<file path="config.mk">
export PLATFORM = sky130hd
export DESIGN_NAME = laps_tx_encoder
export DESIGN_NICKNAME = d
export VERILOG_FILES = /design/src/rtl/laps_tx_encoder.sv
export SDC_FILE = /design/constraint.sdc
export NUM_CORES = 1
export LEC_CHECK = 0
export BUFFER_PORTS_ARGS = -buffer_cell sky130_fd_sc_hd__buf_4
export CAP_MARGIN = 20
export CORE_MARGIN = 8
export CORE_UTILIZATION = 55
export CTS_BUF_LIST = sky130_fd_sc_hd__clkbuf_8
export CTS_CLUSTER_SIZE = 20
export DETAILED_ROUTE_END_ITERATION = 16
export PLACE_DENSITY = 0.8
export SLEW_MARGIN = 10
export SYNTH_ARGS = -nofsm -noshare
export SYNTH_HDL_FRONTEND = slang
export SYNTH_SLANG_ARGS = --single-unit
export TNS_END_PERCENT = 20
</file>
<file path="constraint.sdc">
create_clock -name clk -period 3.71 [get_ports clk]
set_input_delay 0.5565 -clock clk [delete_from_list [all_inputs] [get_ports clk]]
set_output_delay 0.5565 -clock clk [all_outputs]
set_load 0.05 [all_outputs]
</file>
<file path="src/rtl/laps_tx_encoder.sv">
module laps_tx_encoder #(
  parameter int          FILL_W    = 8,
  parameter logic [31:0] POLY_REFL = 32'hEDB88320
) (
  input  logic              clk,
  input  logic              rst_n,
  input  logic [7:0]        cfg_addr,
  input  logic [7:0]        cfg_ctrl,
  input  logic [15:0]       cfg_proto,
  input  logic              cfg_fcs_en,
  input  logic              cfg_fcs_corrupt,
  input  logic [FILL_W-1:0] cfg_fill_cnt,
  input  logic              in_valid,
  input  logic [7:0]        in_data,
  input  logic              in_sop,
  input  logic              in_eop,
  output logic              in_ready,
  output logic              out_valid,
  output logic [7:0]        out_data,
  input  logic              out_ready
);
  localparam logic [7:0] FLAG  = 8'h7E;
  localparam logic [7:0] ESC   = 8'h7D;
  localparam logic [7:0] XMASK = 8'h20;

  typedef enum logic [3:0] {
    S_IDLE, S_OPEN, S_ADDR, S_CTRL, S_PHI, S_PLO, S_DATA, S_FCS, S_CLOSE, S_FILL
  } st_t;

  st_t               st;
  logic              esc_pend, fcs_on, fcs_raw;
  logic [31:0]       crc;
  logic [1:0]        fidx;
  logic [FILL_W-1:0] fill_left;
  logic              body, special, hs, adv, crc_state;
  logic [7:0]        cur;
  logic [31:0]       fcs_word;

  function automatic logic [31:0] crc_step(input logic [31:0] c, input logic [7:0] d);
    logic [31:0] r;
    r = c ^ {24'd0, d};
    for (int i = 0; i < 8; i++) r = r[0] ? ((r >> 1) ^ POLY_REFL) : (r >> 1);
    return r;
  endfunction

  assign body      = st inside {S_ADDR, S_CTRL, S_PHI, S_PLO, S_DATA, S_FCS};
  assign crc_state = st inside {S_ADDR, S_CTRL, S_PHI, S_PLO, S_DATA};
  assign fcs_word  = fcs_raw ? crc : ~crc;

  always_comb begin
    case (st)
      S_ADDR:  cur = cfg_addr;
      S_CTRL:  cur = cfg_ctrl;
      S_PHI:   cur = cfg_proto[15:8];
      S_PLO:   cur = cfg_proto[7:0];
      S_DATA:  cur = in_data;
      S_FCS:   cur = fcs_word[8*fidx +: 8];
      default: cur = FLAG;
    endcase
  end

  assign special   = (cur == FLAG) || (cur == ESC);
  assign out_valid = (st == S_DATA) ? in_valid : (st != S_IDLE);
  assign out_data  = !body ? FLAG : esc_pend ? (cur ^ XMASK) : special ? ESC : cur;
  assign hs        = out_valid && out_ready;
  assign adv       = hs && (!body || esc_pend || !special);
  assign in_ready  = (st == S_IDLE && !in_sop) ||
                     (st == S_DATA && out_ready && (esc_pend || !special));

  always_ff @(posedge clk or negedge rst_n) begin
    if (!rst_n) begin
      st        <= S_IDLE;
      esc_pend  <= 1'b0;
      fcs_on    <= 1'b1;
      fcs_raw   <= 1'b0;
      crc       <= '1;
      fidx      <= '0;
      fill_left <= '0;
    end else begin
      if (hs && body && !esc_pend && special) esc_pend <= 1'b1;
      else if (adv)                           esc_pend <= 1'b0;

      if (adv && crc_state) crc <= crc_step(crc, cur);

      case (st)
        S_IDLE: if (in_valid && in_sop) st <= S_OPEN;
        S_OPEN: if (adv) begin
          crc     <= '1;
          fcs_on  <= cfg_fcs_en;
          fcs_raw <= cfg_fcs_corrupt;
          st      <= S_ADDR;
        end
        S_ADDR: if (adv) st <= S_CTRL;
        S_CTRL: if (adv) st <= S_PHI;
        S_PHI:  if (adv) st <= S_PLO;
        S_PLO:  if (adv) st <= S_DATA;
        S_DATA: if (adv && in_eop) begin
          st   <= fcs_on ? S_FCS : S_CLOSE;
          fidx <= '0;
        end
        S_FCS: if (adv) begin
          fidx <= fidx + 2'd1;
          if (fidx == 2'd3) st <= S_CLOSE;
        end
        S_CLOSE: if (adv) begin
          fill_left <= cfg_fill_cnt;
          st        <= (cfg_fill_cnt == '0) ? S_IDLE : S_FILL;
        end
        S_FILL: if (adv) begin
          fill_left <= fill_left - 1'b1;
          if (fill_left == FILL_W'(1)) st <= S_IDLE;
        end
        default: st <= S_IDLE;
      endcase
    end
  end

  a_r9_hold_output: assert property (@(posedge clk) disable iff (!rst_n)
    out_valid && !out_ready |=> out_valid && $stable(out_data));

  a_r3_escape_second: assert property (@(posedge clk) disable iff (!rst_n)
    hs && body && !esc_pend && special |=> out_valid && (out_data == 8'h5E || out_data == 8'h5D));

  a_r9_no_take_on_prefix: assert property (@(posedge clk) disable iff (!rst_n)
    in_valid && in_ready && st == S_DATA |-> hs && out_data != ESC);

  a_r2_flag_outside_body: assert property (@(posedge clk) disable iff (!rst_n)
    out_valid && out_data == FLAG |-> !body);

  a_r8_fill_nonzero: assert property (@(posedge clk) disable iff (!rst_n)
    st == S_FILL |-> fill_left != '0);

  a_r1_idle_silent: assert property (@(posedge clk) disable iff (!rst_n)
    $past(st) == S_IDLE && st == S_IDLE |-> !out_valid);
endmodule

</file>
# After elaboration in Yosys (flattened, before gate mapping)
# Index checks and enable logic that the tools add are counted.
[totals] elab_cells=118 regBits=49 input_bits=56 out_inout_bits=10
[classes] eq_ne=25 n_addsub=2 reduce_logical=32 n_bitwise=11 muxes=40 shifts=1
[op_table] operator="32-bit 2-to-1 mux" count=12
[op_table] operator="13-bit NOT with 14-bit output" count=8
[op_table] operator="4-bit 2-to-1 mux" count=14
[op_table] operator="8-bit case mux with 6 select lines" count=1
[op_table] operator="8-bit 2-to-1 mux" count=5
[op_table] operator="4-bit case mux with 10 select lines" count=1
[op_table] operator="32-bit NOT" count=1
[op_table] operator="32-bit by 6-bit indexed part select with 8-bit output" count=1
[op_table] operator="32-bit by 8-bit XOR with 32-bit output" count=1
[op_table] operator="2-bit inequality test (second input constant)" count=9
[op_table] operator="4-bit by 3-bit equality test with 1-bit output (second input constant)" count=4
[op_table] operator="8-bit by 7-bit equality test with 1-bit output (second input constant)" count=2
[op_table] operator="8-bit case mux with 2 select lines" count=1
[op_table] operator="12-bit AND reduction" count=1
[op_table] operator="1-bit logical AND" count=11
[op_table] operator="4-bit by 2-bit equality test with 1-bit output (second input constant)" count=2
[op_table] operator="4-bit equality test (second input constant)" count=2
[op_table] operator="8-bit by 1-bit equality test with 1-bit output (second input constant)" count=1
[op_table] operator="8-bit logical NOT" count=1
[op_table] operator="8-bit by 1-bit subtractor with 8-bit output (second input constant)" count=1
[op_table] operator="2-bit by 1-bit inequality test with 1-bit output (second input constant)" count=3
[op_table] operator="3-bit AND reduction" count=2
[op_table] operator="2-bit nonzero test" count=3
[op_table] operator="6-bit nonzero test" count=1
[op_table] operator="13 further kinds" count=23

# Depth between registers and ports, before layout
[logic_depth] ltp_word=24 depth_mapped=12 depth_no_buf=8

# Least setup slack after synthesis
# No wires, ideal clock.
[synth_timing] kind="reg-to-output" from="reg fidx[0]" to="out out_data[0]" arrival_time_ns=3.411 setup_slack_ns=-0.258 n_path_buf=1 required_ns=3.154 stages_incl_launch_ff=8 path_cell_list="dfrtp_1 -> buf_6 -> mux4_2 -> xnor2_1 -> a211o_2 -> a2111oi_0 -> nand3_1 -> o21ai_0"
[synth_between] elab_chain_cells=7 word_cells_on_any_way=8 classes_between="eq/ne: 2; shift: 1; mux: 4; reduce/logical: 1"
[synth_rtl] element="start: declaration" line_no="33" source="logic [1:0] fidx;"
[synth_rtl] element="start signal: assignment" line_no="102" source="fidx <= fidx + 2'd1;"
[synth_rtl] element="32-bit by 6-bit indexed part select with 8-bit output (*)" line_no="57" source="S_FCS: cur = fcs_word[8*fidx +: 8];"
[synth_rtl] element="8-bit case mux with 6 select lines (*)" line_no="51" source="case (st)"
[synth_rtl] element="8-bit by 7-bit equality test with 1-bit output" line_no="62" source="assign special = (cur == FLAG) || (cur == ESC);"
[synth_rtl] element="1-bit logical OR" line_no="62"
[synth_rtl] element="8-bit 2-to-1 mux" line_no="64" source="assign out_data = !body ? FLAG : esc_pend ? (cur ^ XMASK) : special ? ESC : cur;"
[synth_rtl] element="8-bit 2-to-1 mux (*) (2 in a row)" line_no="64"
[synth_rtl] element="end: declaration" line_no="19" source="output logic [7:0] out_data,"
# Every way passes the cells marked *; elsewhere a longest branch is shown, timed or not.

# Worst setup path in the final report
[layout_timing] from="reg fidx[0]" to="out in_ready"
[layout_between] elab_chain_cells=8 word_cells_on_any_way=9 classes_between="eq/ne: 2; shift: 1; mux: 1; reduce/logical: 5"
[layout_rtl] element="32-bit by 6-bit indexed part select with 8-bit output (*)" line_no="57"
[layout_rtl] element="8-bit case mux with 6 select lines (*)" line_no="51"
[layout_rtl] element="8-bit by 7-bit equality test with 1-bit output" line_no="62"
[layout_rtl] element="1-bit logical OR (*)" line_no="62"
[layout_rtl] element="1-bit logical NOT (*)" line_no="68" source="(st == S_DATA && out_ready && (esc_pend || !special));"
[layout_rtl] element="1-bit logical OR (*)" line_no="68"
[layout_rtl] element="1-bit logical AND (*)" line_no="68"
[layout_rtl] element="1-bit logical OR (*)" line_no="67" source="assign in_ready = (st == S_IDLE && !in_sop) ||"
[layout_rtl] element="end: declaration" line_no="17" source="output logic in_ready,"
# Marks and branches as above.

==> impl_metrics.csv <==
group,metric,value,unit
timing,fin_crit_sh,94.8,%
die,initial_core_util,55.4,%
critical_path,critPathKind,"reg -> out",
critical_path,crit_path_end_kind,"primary output",
clock_tree,ctsHoldBuffers,0,
routing,via_per_inst,5.88,
place,place_congestion,0.889,
logic_synthesis,syn_avg_cell_area,9.68,um^2
die,core,7100,um^2
global_routing,grt_usage,21.1,%
timing,worstMarginPinSlew,0.678,ns
critical_path,cp_slowest_cell,"mux4_1",
min_path,hp-class,"in -> async",
logic_synthesis,synth_nets,465,
critical_path,crit_top_cell,"buf_4",
critical_path,crit_buf_inv,2,
die,dieArea,10100,um^2
clock_tree,post_cts_buffers,0,
place,dpl.hpwl,7830,um
critical_path,slowest_delay,0.56,ns
logic_synthesis,synth_warnings,0,
logic_synthesis,ys_types,60,
finish,mostFrequentLayoutCell,"buf_4",
run_status,status,"completed",
critical_path,crit_path_max_fanout,6,
timing,max_slew_margin,54.2,%
global_routing,overflow,0,
logic_synthesis,ys_seq_elements,49,
critical_path,path_cells,"buf_4, mux4_1, xnor2_1, nand2_1, a2111oi_2, nand3_2, a41oi_1, nor3_1, buf_4",
routing,drt_iter0_drc,233,
place,port_buffers,65,
clock_tree,cts_buffer_depth,2,
clock_tree,clkSinkCount,49,
routing,vias,3377,
routing,ant_nets,0,
critical_path,crit_family,"compound AO/OA/AOI/OAI gates",
routing,post_drt_wl_per_cell,18.1,um
timing,final.setup_skew,0.00612,ns
clock_tree,path_clk_slew,0.09,ns
critical_path,crit_required,3.15,ns
routing,first_pass_iters,5,
logic_synthesis,synthFlopType,"dfstp_2",
run,drv_cap,0,
critical_path,startpoint_type,"register",
clock_tree,cts_tree,"yes",
finish,drive_gt1_share,32.4,%
timing,drv_slew,0,
clock_tree,htreeDepth,2,
logic_synthesis,synth_edf_count,0,
routing,drc,0,
finish,final_cell_mix,"buf_4, xnor2_1, a21oi_1",
global_routing,antenna_found_initial,0,
critical_path,arrival,2.96,ns
routing,wl,10400,um
logic_synthesis,syn_inst,406,
timing,min_period,3.52,ns
timing,fmax,284,MHz
global_routing,grt_pass1_wl,16900,um
finish,area_growth,19.0,%
timing,setup_viol,0,
global_routing,grt_max_degree,61,
timing,setup_tns,0,ns
die,die_h,101,um
timing,final_hold_viol_count,0,
logic_synthesis,async_flop_share,100,%
die,io_pins,66,
die,die_w,101,um
finish,nets,533,
die,rows,31,
global_routing,grt_pass1_vias,3159,
finish,diodes,0,
clock_tree,clk_latency,0.31,ns
clock_tree,cts_made_buffers,5,
logic_synthesis,ys_seq_area_share,32.3,%
clock_tree,cts-root-buf,"clkbuf_8",
logic_synthesis,netlist_area,3930,um^2
-- worst register-to-register path, cell delays in order, from the launching register on --
cell      delay, ns
dfrtp_2        0.47
buf_4          0.18
mux4_1         0.56
xnor2_1        0.15
a211oi_1       0.40
buf_4          0.20
xnor2_1        0.15
xor3_2         0.41
xnor3_1        0.43
xnor2_1        0.16
a21oi_1        0.15
-- routing by layer --
metal / routed length (um) / share of wire, % / vias up / track usage (%)
li1: - / - / 1599 / -
met1: 4570 / 44 / 1624 / 28.4
met2: 4800 / 46 / 139 / 33.2
met3: 838 / 8.1 / 15 / 4.70
met4: 171 / 1.6 / 0 / 5.93
met5: 0 / 0 / - / 0
-- repair_timing --
item	CTS	global route
pin swaps	0	0
gates resized for setup	1	8
endpoints found under the setup margin	1	3
-- through the flow --
step / cell area, um^2 / worst slack [ns] / util (%) / hold WS [ns] / instances
after floorplan: 3930 / 0.0796 / - / 0.261 / 406
after global placement: 4550 / 0.346 / 64.1 / 0.473 / 566
after detailed placement: 4550 / 0.297 / 64.1 / 0.482 / 566
after CTS: 4650 / 0.0200 / 65.6 / 0.289 / 574
after global routing: 4680 / -0.0121 / 65.9 / 0.312 / 574
final: 4680 / 0.192 / 65.9 / 0.261 / 574
-- cells by family after synthesis --
group	count (synthesis)	share of synthesized area, %
DFF	49	32.3
adders and majority gates	3	0.955
muxes	28	10.3
xor gates and xnor gates	75	20.9
buffers and inverters	41	5.83
and+or+nand+nor	118	15.0
AOI/OAI and AO/OA	92	14.7
-- Yosys cell counts, drive strengths merged, types with 2 or more instances --
master | instances | area (um^2)
a211oi | 8 | 72.6
a21oi | 39 | 195
a22oi | 4 | 30.0
a31oi | 3 | 18.8
and3 | 2 | 12.5
buf | 10 | 92.6
clkbuf | 16 | 80.1
dfrtp | 16 | 400
dfstp | 33 | 867
ha | 3 | 37.5
inv | 15 | 56.3
mux2 | 2 | 22.5
mux2i | 18 | 180
mux4 | 8 | 203
nand2 | 31 | 116
nand2b | 6 | 37.5
nand3 | 6 | 30.0
nand4 | 2 | 12.5
nor2 | 15 | 56.3
nor2b | 7 | 43.8
nor3 | 34 | 170
nor4 | 6 | 37.5
o21ai | 20 | 100
o221ai | 5 | 43.8
xnor2 | 52 | 497
xnor3 | 5 | 114
xor2 | 15 | 139
xor3 | 3 | 72.6
-- cell type report --
type	count	area, um^2
multi-input combinational	316	2460
inverter	15	56.3
fill	572	2420
clock inverter	1	5.00
sequential	49	1270
timing repair buffer	87	666
clock buffer	7	96.3
tap	99	124
-- worst paths after layout --
kind / startpoint / endpoint / slack [ns] / depth (start not counted)
worst max-delay path: fidx[0] / in_ready / 0.19 / 9
worst min-delay path: rst_n / fill_left[0] / 0.26 / 1
worst max register to register: fidx[0] / register / 0.40 / 10
worst min register to register: fill_left[6] / fill_left[6] / 0.50 / 2
max in group asynchronous: rst_n / fidx[0] / 2.99 / 1
min in group clk: cfg_fcs_en / fcs_on / 0.46 / 3
Power is not shown: default switching activity piles up to over one toggle a cycle in this logic, so the estimate is an artifact.
